[src/rtl/rss_pkg.sv]
package rss_pkg;
   typedef enum logic [1:0] {
      ST_IDLE = 2'd0,
      ST_RUN  = 2'd1,
      ST_FIN  = 2'd2
   } rss_state_e;
endpackage

[src/rtl/rss_slot_map.sv]
module rss_slot_map #(
   parameter int NREG = 8,
   localparam int IDX_W = $clog2(NREG)
) (
   input  logic [IDX_W-1:0] step,
   input  logic             op_restore_q,
   output logic [IDX_W-1:0] idx
);
   localparam logic [IDX_W-1:0] LAST = IDX_W'(NREG - 1);

   // save walks upward, restore walks downward (reverse of save)
   always_comb idx = op_restore_q ? (LAST - step) : step;
endmodule

[src/rtl/rss_ctrl.sv]
module rss_ctrl
   import rss_pkg::*;
#(
   parameter int NREG   = 8,
   parameter int DATA_W = 16,
   localparam int IDX_W = $clog2(NREG)
) (
   input  logic              clk,
   input  logic              rst,
   input  logic              start,
   input  logic              op_restore,
   input  logic [DATA_W-1:0] sp_start,
   input  logic              mem_ready,
   output logic              mem_req,
   output logic [DATA_W-1:0] mem_addr,
   output logic [IDX_W-1:0]  step,
   output logic              op_q,
   output logic [DATA_W-1:0] ptr,
   output logic [DATA_W-1:0] sp_snap,
   output logic              acc_fire,
   output logic              busy,
   output logic              done
);
   localparam logic [DATA_W-1:0] STRIDE = DATA_W'(DATA_W / 8);
   localparam logic [IDX_W-1:0]  LAST   = IDX_W'(NREG - 1);

   rss_state_e state;

   always_ff @(posedge clk) begin
      if (rst) begin
         state   <= ST_IDLE;
         step    <= '0;
         op_q    <= 1'b0;
         ptr     <= '0;
         sp_snap <= '0;
      end else begin
         case (state)
            ST_IDLE: if (start) begin
               state   <= ST_RUN;
               step    <= '0;
               op_q    <= op_restore;
               ptr     <= sp_start;
               sp_snap <= sp_start;
            end
            ST_RUN: if (mem_ready) begin
               ptr <= op_q ? (ptr + STRIDE) : (ptr - STRIDE);
               if (step == LAST) state <= ST_FIN;
               else              step  <= step + 1'b1;
            end
            ST_FIN:  state <= ST_IDLE;
            default: state <= ST_IDLE;
         endcase
      end
   end

   always_comb begin
      mem_req  = (state == ST_RUN);
      mem_addr = op_q ? ptr : (ptr - STRIDE);
      acc_fire = mem_req && mem_ready;
      busy     = (state != ST_IDLE);
      done     = (state == ST_FIN);
   end

   assert_hold_R6: assert property (@(posedge clk) disable iff (rst)
      (mem_req && !mem_ready) |=> (mem_req && $stable(mem_addr)));

   assert_ptr_step_R5: assert property (@(posedge clk) disable iff (rst)
      acc_fire |=> (op_q ? (ptr == $past(ptr) + STRIDE) : (ptr == $past(ptr) - STRIDE)));

   assert_done_pulse_R7: assert property (@(posedge clk) disable iff (rst)
      done |=> !done);

   assert_busy_ignore_R8: assert property (@(posedge clk) disable iff (rst)
      (busy && start) |=> ($stable(op_q) && $stable(sp_snap)));

   assert_reset_idle_R9: assert property (@(posedge clk)
      rst |=> (!mem_req && !busy && !done));
endmodule

[src/rtl/rss_datapath.sv]
module rss_datapath #(
   parameter int NREG   = 8,
   parameter int DATA_W = 16,
   parameter int SP_IDX = 4,
   localparam int IDX_W = $clog2(NREG)
) (
   input  logic                   clk,
   input  logic                   rst,
   input  logic [IDX_W-1:0]       idx,
   input  logic                   op_q,
   input  logic                   acc_fire,
   input  logic [NREG*DATA_W-1:0] reg_flat,
   input  logic [DATA_W-1:0]      sp_snap,
   input  logic [DATA_W-1:0]      mem_rdata,
   output logic [DATA_W-1:0]      mem_wdata,
   output logic [NREG-1:0]        rf_we,
   output logic [DATA_W-1:0]      rf_wdata
);
   // save data: live register, except the pointer slot which uses the snapshot
   always_comb begin
      if (idx == IDX_W'(SP_IDX)) mem_wdata = sp_snap;
      else                       mem_wdata = reg_flat[idx*DATA_W +: DATA_W];
      rf_wdata = mem_rdata;
   end

   for (genvar g = 0; g < NREG; g++) begin : g_we
      if (g == SP_IDX) begin : g_sp
         assign rf_we[g] = 1'b0;
      end else begin : g_reg
         assign rf_we[g] = acc_fire && op_q && (idx == IDX_W'(g));
      end
   end

   assert_we_onehot_R3: assert property (@(posedge clk) disable iff (rst)
      $onehot0(rf_we));

   assert_we_on_read_R3: assert property (@(posedge clk) disable iff (rst)
      (|rf_we) |-> (acc_fire && op_q));
endmodule

[src/rtl/regbank_stack_seq.sv]
module regbank_stack_seq #(
   parameter int NREG   = 8,
   parameter int DATA_W = 16,
   parameter int SP_IDX = 4
) (
   input  logic                   clk,
   input  logic                   rst,
   input  logic                   start,
   input  logic                   op_restore,
   input  logic [NREG*DATA_W-1:0] reg_flat,
   output logic                   mem_req,
   output logic                   mem_we,
   output logic [DATA_W-1:0]      mem_addr,
   output logic [DATA_W-1:0]      mem_wdata,
   input  logic                   mem_ready,
   input  logic [DATA_W-1:0]      mem_rdata,
   output logic [NREG-1:0]        rf_we,
   output logic [DATA_W-1:0]      rf_wdata,
   output logic [DATA_W-1:0]      sp_out,
   output logic                   busy,
   output logic                   done
);
   localparam int IDX_W = $clog2(NREG);

   if (NREG < 2 || (NREG & (NREG - 1)) != 0) begin : g_chk_nreg
      $error("NREG must be a power of two, at least 2");
   end
   if (DATA_W < 8 || (DATA_W % 8) != 0) begin : g_chk_w
      $error("DATA_W must be a whole number of bytes");
   end
   if (SP_IDX < 0 || SP_IDX >= NREG) begin : g_chk_sp
      $error("SP_IDX out of range");
   end

   logic [IDX_W-1:0]  step, idx;
   logic              op_q, acc_fire;
   logic [DATA_W-1:0] ptr, sp_snap;

   rss_ctrl #(.NREG(NREG), .DATA_W(DATA_W)) u_ctrl (
      .clk(clk), .rst(rst), .start(start), .op_restore(op_restore),
      .sp_start(reg_flat[SP_IDX*DATA_W +: DATA_W]), .mem_ready(mem_ready),
      .mem_req(mem_req), .mem_addr(mem_addr), .step(step), .op_q(op_q),
      .ptr(ptr), .sp_snap(sp_snap), .acc_fire(acc_fire), .busy(busy), .done(done)
   );

   rss_slot_map #(.NREG(NREG)) u_map (
      .step(step), .op_restore_q(op_q), .idx(idx)
   );

   rss_datapath #(.NREG(NREG), .DATA_W(DATA_W), .SP_IDX(SP_IDX)) u_dp (
      .clk(clk), .rst(rst), .idx(idx), .op_q(op_q), .acc_fire(acc_fire),
      .reg_flat(reg_flat), .sp_snap(sp_snap), .mem_rdata(mem_rdata),
      .mem_wdata(mem_wdata), .rf_we(rf_we), .rf_wdata(rf_wdata)
   );

   assign mem_we = mem_req && !op_q;
   assign sp_out = ptr;
endmodule

[config.mk]
export PLATFORM = sky130hd
export DESIGN_NAME = regbank_stack_seq
export DESIGN_NICKNAME = d
export VERILOG_FILES = /design/src/rtl/rss_pkg.sv /design/src/rtl/rss_slot_map.sv /design/src/rtl/rss_ctrl.sv /design/src/rtl/rss_datapath.sv /design/src/rtl/regbank_stack_seq.sv
export SDC_FILE = /design/constraint.sdc
export NUM_CORES = 1
export LEC_CHECK = 0
export CAP_MARGIN = 15
export CELL_PAD_IN_SITES_DETAIL_PLACEMENT = 0
export CELL_PAD_IN_SITES_GLOBAL_PLACEMENT = 1
export CORE_MARGIN = 2
export CORE_UTILIZATION = 35
export DETAILED_ROUTE_END_ITERATION = 10
export DONT_BUFFER_PORTS = 1
export PLACE_DENSITY = 0.67
export SLEW_MARGIN = 10
export SYNTH_ARGS = -nofsm -noshare
export SYNTH_HDL_FRONTEND = slang
export SYNTH_HIERARCHICAL = 1
export SYNTH_SLANG_ARGS = --single-unit
export TNS_END_PERCENT = 50
[constraint.sdc]
create_clock -name clk -period 2.8 [get_ports clk]
set_input_delay 0.14 -clock clk [delete_from_list [all_inputs] [get_ports clk]]
set_output_delay 0.14 -clock clk [all_outputs]
set_load 0.01 [all_outputs]
Yosys cells after proc, flatten, opt, wreduce, memory -nomap -nowiden. Index checks and enable logic that the tools add are counted.

Register bits after elaboration: 38. Logic and storage cells: 58. Input bits: 149.

Multiplexer cells: 15. Shift operators: 1. Eq/ne operators: 14. Reductions and logical operators: 19. $add $sub $neg: 4.

Operator list (number): indexed part select 128 x 8 -> 16 bit (1); 2-to-1 mux 16 bit (5); case mux 16 bit (2 select lines) (1); adder 16 x 2 -> 16 bit (second input constant) (1); subtractor 16 x 2 -> 16 bit (second input constant) (1); equality test 3 bit (second input constant) (5); 2-to-1 mux 3 bit (4); logical AND 1 bit (10); equality test 3 x 2 -> 1 bit (second input constant) (2); 2-to-1 mux 2 bit (3); case mux 3 bit (2 select lines) (1); AND reduction 3 bit (2); != test 2 x 1 -> 1 bit (second input constant) (2); != test 2 bit (second input constant) (2); case mux 2 bit (2 select lines) (1); AND reduction 4 bit (1); nonzero test 2 bit (2); adder 3 x 1 -> 3 bit (second input constant) (1); equality test 3 x 1 -> 1 bit (second input constant) (1); logical NOT 3 bit (1); subtractor 3 bit (first input constant) (1); equality test 2 x 1 -> 1 bit (second input constant) (1); equality test 2 bit (second input constant) (1); logical NOT 2 bit (1); 2 further kinds (2).

Depth between registers and ports, before layout.
Word-level depth: 4. Mapped depth: 9. Gate-level depth less buffers: 7.

Cells and area by module. The synthesis kept the hierarchy.

By module, submodules not included: rss_ctrl (area an instance 2402.3 um^2, cells each 324, instances 1, seq. area each 760.7 um^2); rss_datapath (area an instance 1251.2 um^2, cells each 87, instances 1, seq. area each 0.0 um^2); rss_slot_map (area an instance 26.3 um^2, cells each 3, instances 1, seq. area each 0.0 um^2); regbank_stack_seq (area an instance 13.8 um^2, cells each 1, instances 1, seq. area each 0.0 um^2).

Least setup slack after synthesis. OpenSTA, ideal clock, no wires.

Kind: register to output. Start point: register u_ctrl.op_q. End point: output mem_wdata[4]. Data required time: 2.660 ns. Slack: 0.793 ns. Arrival: 1.867 ns. Cell stages (with the launch flop): 7. Path through: dfxtp_1 > xor2_1 > buf_6 > buf_12 > buf_2 > mux4_2 > mux2_2.

Word-level cells in the longest chain between the ends: 3.

RTL lines: from (decl) (RTL line rss_ctrl.sv:17) `output logic op_q,`; from (signal assigned) (RTL line rss_ctrl.sv:41) `op_q <= op_restore;`; 2-to-1 mux 3 bit * (RTL line rss_slot_map.sv:12) `always_comb idx = op_restore_q ? (LAST - step) : step;`; net idx[1] (RTL line regbank_stack_seq.sv:35) `logic [IDX_W-1:0] step, idx;`; indexed part select 128 x 8 -> 16 bit or equality test 3 bit (tied branches) (RTL line rss_datapath.sv:22, rss_datapath.sv:21); 2-to-1 mux 16 bit * (RTL line rss_datapath.sv:21) `if (idx == IDX_W'(SP_IDX)) mem_wdata = sp_snap;`; to (decl) (RTL line regbank_stack_seq.sv:14) `output logic [DATA_W-1:0] mem_wdata,`.

The timed path passes the listed nets; every way through them passes the cells marked *.

Worst setup path in the final report.
Start point: register u_ctrl.op_q. End point: output mem_wdata[15].

Same word-level chain as after synthesis.

==> results.cfg <==
[timing]
rsz0062_at_grt = no
maxClockFrequency_mhz = 392
finalHoldWorstSlack_ns = 0.0122
finalSetupViolCount = 0
setup_total_negative_slack_ns = 0
worstMarginPinSlew_ns = 0.646
maxSlewViolCount = 0
timing.clock.skew_ns = 0.0116
final_hold_violation_count = 0
min_period_ns = 2.55
fin_crit_sh = 0.911
max_slew_margin = 0.565

[grt]
grt_antenna_before_repair = 1
global_route_wire_length_before_repair_microns = 17800
pin_count_of_the_biggest_net_entering_global_routing = 38
global_route.usage.met1 = 0.263
grt_pass1_vias = 3198
met3_usage = 0.0559
grt_util_met2 = 0.323
global_route.usage.total = 0.198
globalRoute.busiestLayer = met2
grt_remaining_overflow = 0

[logic_synthesis]
synth_top_area_frac = 0.206
yosysWarnings = 6
synth_edf_count = 0
postSynthAreaPerCell_sq_um = 8.90
synth_sequential_area_ratio = 0.206
synth_fp_nets = 570
synthesis.instances = 415
synth_cell_types = 61
postSynth.topFlopCell = dfxtp_1
synth_top_area_cells = dfxtp_1 21%, mux4_2 13%, mux4_1 7.8%
ys_seq_elements = 38
syn_area_sq_mm = 0.00369
synth.largest_area_cell = dfxtp_1
post_synth_arst_share = 0

[cells_and_area]
area_growth_pct = 7.93
final_cell_mix = 60 x nand2_1, 38 x dfxtp_1, 33 x a21oi_1
insertedDiodeCount = 0
fin_nets = 553
filler_cell_count = 1088
final_common_cell = nand2_1
post-route-cell-area_sq_mm = 0.00399
layout-drive-gt1-share = 0.198

[drt]
ant_nets = 0
detailedRoute.firstIterationViolations = 236
detail_route.first_pass.iterations = 4
dr_total_vias = 3151
routed_wire_length_per_instance_microns = 22.3
total_routed_length_microns = 12000
viasPerCell = 5.89
drt_drc_violations_left = 0

[critical_path]
timing.critical_path.from_type = register
critical_path.endpoint_type = primary output
critical_path.startpoint = u_ctrl/op_q
timing.critical_path.required_ns = 2.66
cp-endpoint = mem_wdata[15]
rrSetupSlack_ns = 0.59
critical_path_at_ns = 2.41
crit-reg2reg-capture = u_ctrl/ptr[15]
kind_of_critical_path = reg -> out
regToRegStartpoint = u_ctrl/ptr[2]
crit_fanout = 31
worstRegToRegCells = 7

[clock_network]
cts_inserted_buffers = 5
clkTransAtPathRegs_ns = 0.09
clock_latency_ns = 0.29
cts_buffer_depth = 2
clockRootBuffer = clkbuf_8
cts_tree = done
number_of_sinks_driven_by_the_clock_tree = 38
cts_post_setup_buffers_inserted = 0
htree_levels = 2
cts-resized-gates = 0

[power]
power.clock.fraction = 0.284
share_comb_of_total_power = 0.386
leakagePower_nw = 1.47
power_report.internal_total_w = 0.00129
seq_power_share = 0.330
ir_worst_vdd_mv = 0.216
power.share.switching = 0.350
p_sw_w = 0.000696
power_density_mw_per_mm2 = 499

[floorplanning]
die_area_sq_mm = 0.0114
floorplan.die.width_microns = 107
num_rows = 37
coreArea_sq_mm = 0.0103
design.portCount = 225
floorplan.initialDensity = 0.359
dieHeight_microns = 107

[place]
gpl.final_weighted_congestion = 0.906
dpl-instance-area_sq_mm = 0.00370
place_hpwl_microns = 9330
port_buffers = 0

[hold_path]
holdCritPathClass = in -> reg

[outcome]
run_status = completed

[run]
drv_cap = 0
## state kept, by name, summed over array words and instances (netlist names)
name	cells
u_ctrl/step	3
u_ctrl/state	2
u_ctrl/sp_snap	16
u_ctrl/op_q	1
u_ctrl/ptr	16
## layout make-up
type	count	area, sq um	share of cell area
timing repair buffer	29	288	0.0722
multi-input combinational	313	2590	0.649
clock buffer	5	68.8	0.0173
sequential	38	761	0.191
inverter	11	41.3	0.0104
clock inverter	3	68.8	0.0173
tap	136	170	0.0427
## worst min path at each step
stage	slack, ns	cells past startpoint	end	start
4_1_cts	0.003	2	u_ctrl/sp_snap[6]	reg_flat[70]
3_3_place_gp	0.22	1	u_ctrl/ptr[6]	rst
6_report	0.01	2	u_ctrl/sp_snap[6]	reg_flat[70]
3_5_place_dp	0.22	1	u_ctrl/state[0]	rst
2_1_floorplan	0.28	2	u_ctrl/sp_snap[10]	reg_flat[74]
5_1_grt	0.002	2	u_ctrl/sp_snap[6]	reg_flat[70]
## synth_stat cells, types with 3 or more instances
master     number
mux2_4          7
mux4_2         21
nor2_1         27
nand2b_1        6
or2_2           5
o22ai_1         3
o31ai_1         4
clkbuf_1       19
mux2_2          9
buf_4          18
xnor2_1         8
ha_1            6
a211oi_1        7
mux2i_1         3
nand2_1        60
buf_2           9
o21ai_0        14
buf_6           5
a31oi_1         3
a21oi_1        33
nor4_1          5
and3_1          3
and2_1          4
nand3b_1        4
inv_1          10
nor3_1          9
dfxtp_1        38
mux4_1         11
or3_1           6
a2bb2oi_1       3
xor2_1         14
nand3_1         8
## metrics by stage
stage / instances / power, W / setup WS, ns / util
floorplan: 415 / 0.00130 / 0.793 / -
global placement: 513 / 0.00140 / 0.585 / 0.360
global route: 535 / 0.00210 / 0.132 / 0.388
CTS: 535 / 0.00201 / 0.208 / 0.388
finish: 535 / 0.00199 / 0.251 / 0.388
detailed placement: 513 / 0.00141 / 0.551 / 0.360
## cells by family (layout without fill, tap and decap cells)
kind of cell / after synthesis / in the layout / share of synthesized area
xor+xnor: 22 / 22 / 0.0522
other cells: 1 / 1 / 0.00102
fa+ha+maj: 6 / 6 / 0.0203
flops: 38 / 38 / 0.206
mux: 51 / 51 / 0.270
compound gates: 82 / 82 / 0.141
buf+inv: 64 / 48 / 0.105
simple gates: 151 / 151 / 0.204
## critical path, cell delays in order (launching register included)
cell     delay (ns)
dfxtp_1        0.67
xor2_4         0.28
buf_12         0.25
mux4_1         0.60
mux2_2         0.31
## routing by layer
metal | wire length [microns] | up-vias
met2 | 5950 | 116
li1 | - | 1465
met4 | 117 | 2
met5 | 7 | -
met3 | 923 | 14
met1 | 4950 | 1554
## power groups by stage
stage                     Clock [W]  Combinational [W]  Sequential [W]
after global routing       0.000601           0.000834        0.000664
after global placement            0           0.000731        0.000669
after detailed placement          0           0.000744        0.000671
after CTS                  0.000582           0.000771        0.000658
after floorplan                   0           0.000665        0.000637
final                      0.000566           0.000768        0.000656
## timing repair
action | CTS | global route
hold endpoints to repair | 29 | 0
endpoints found under the setup margin | 0 | 0
hold buffers | 14 | 0
Note: power is estimated with default switching activity, not from simulation.
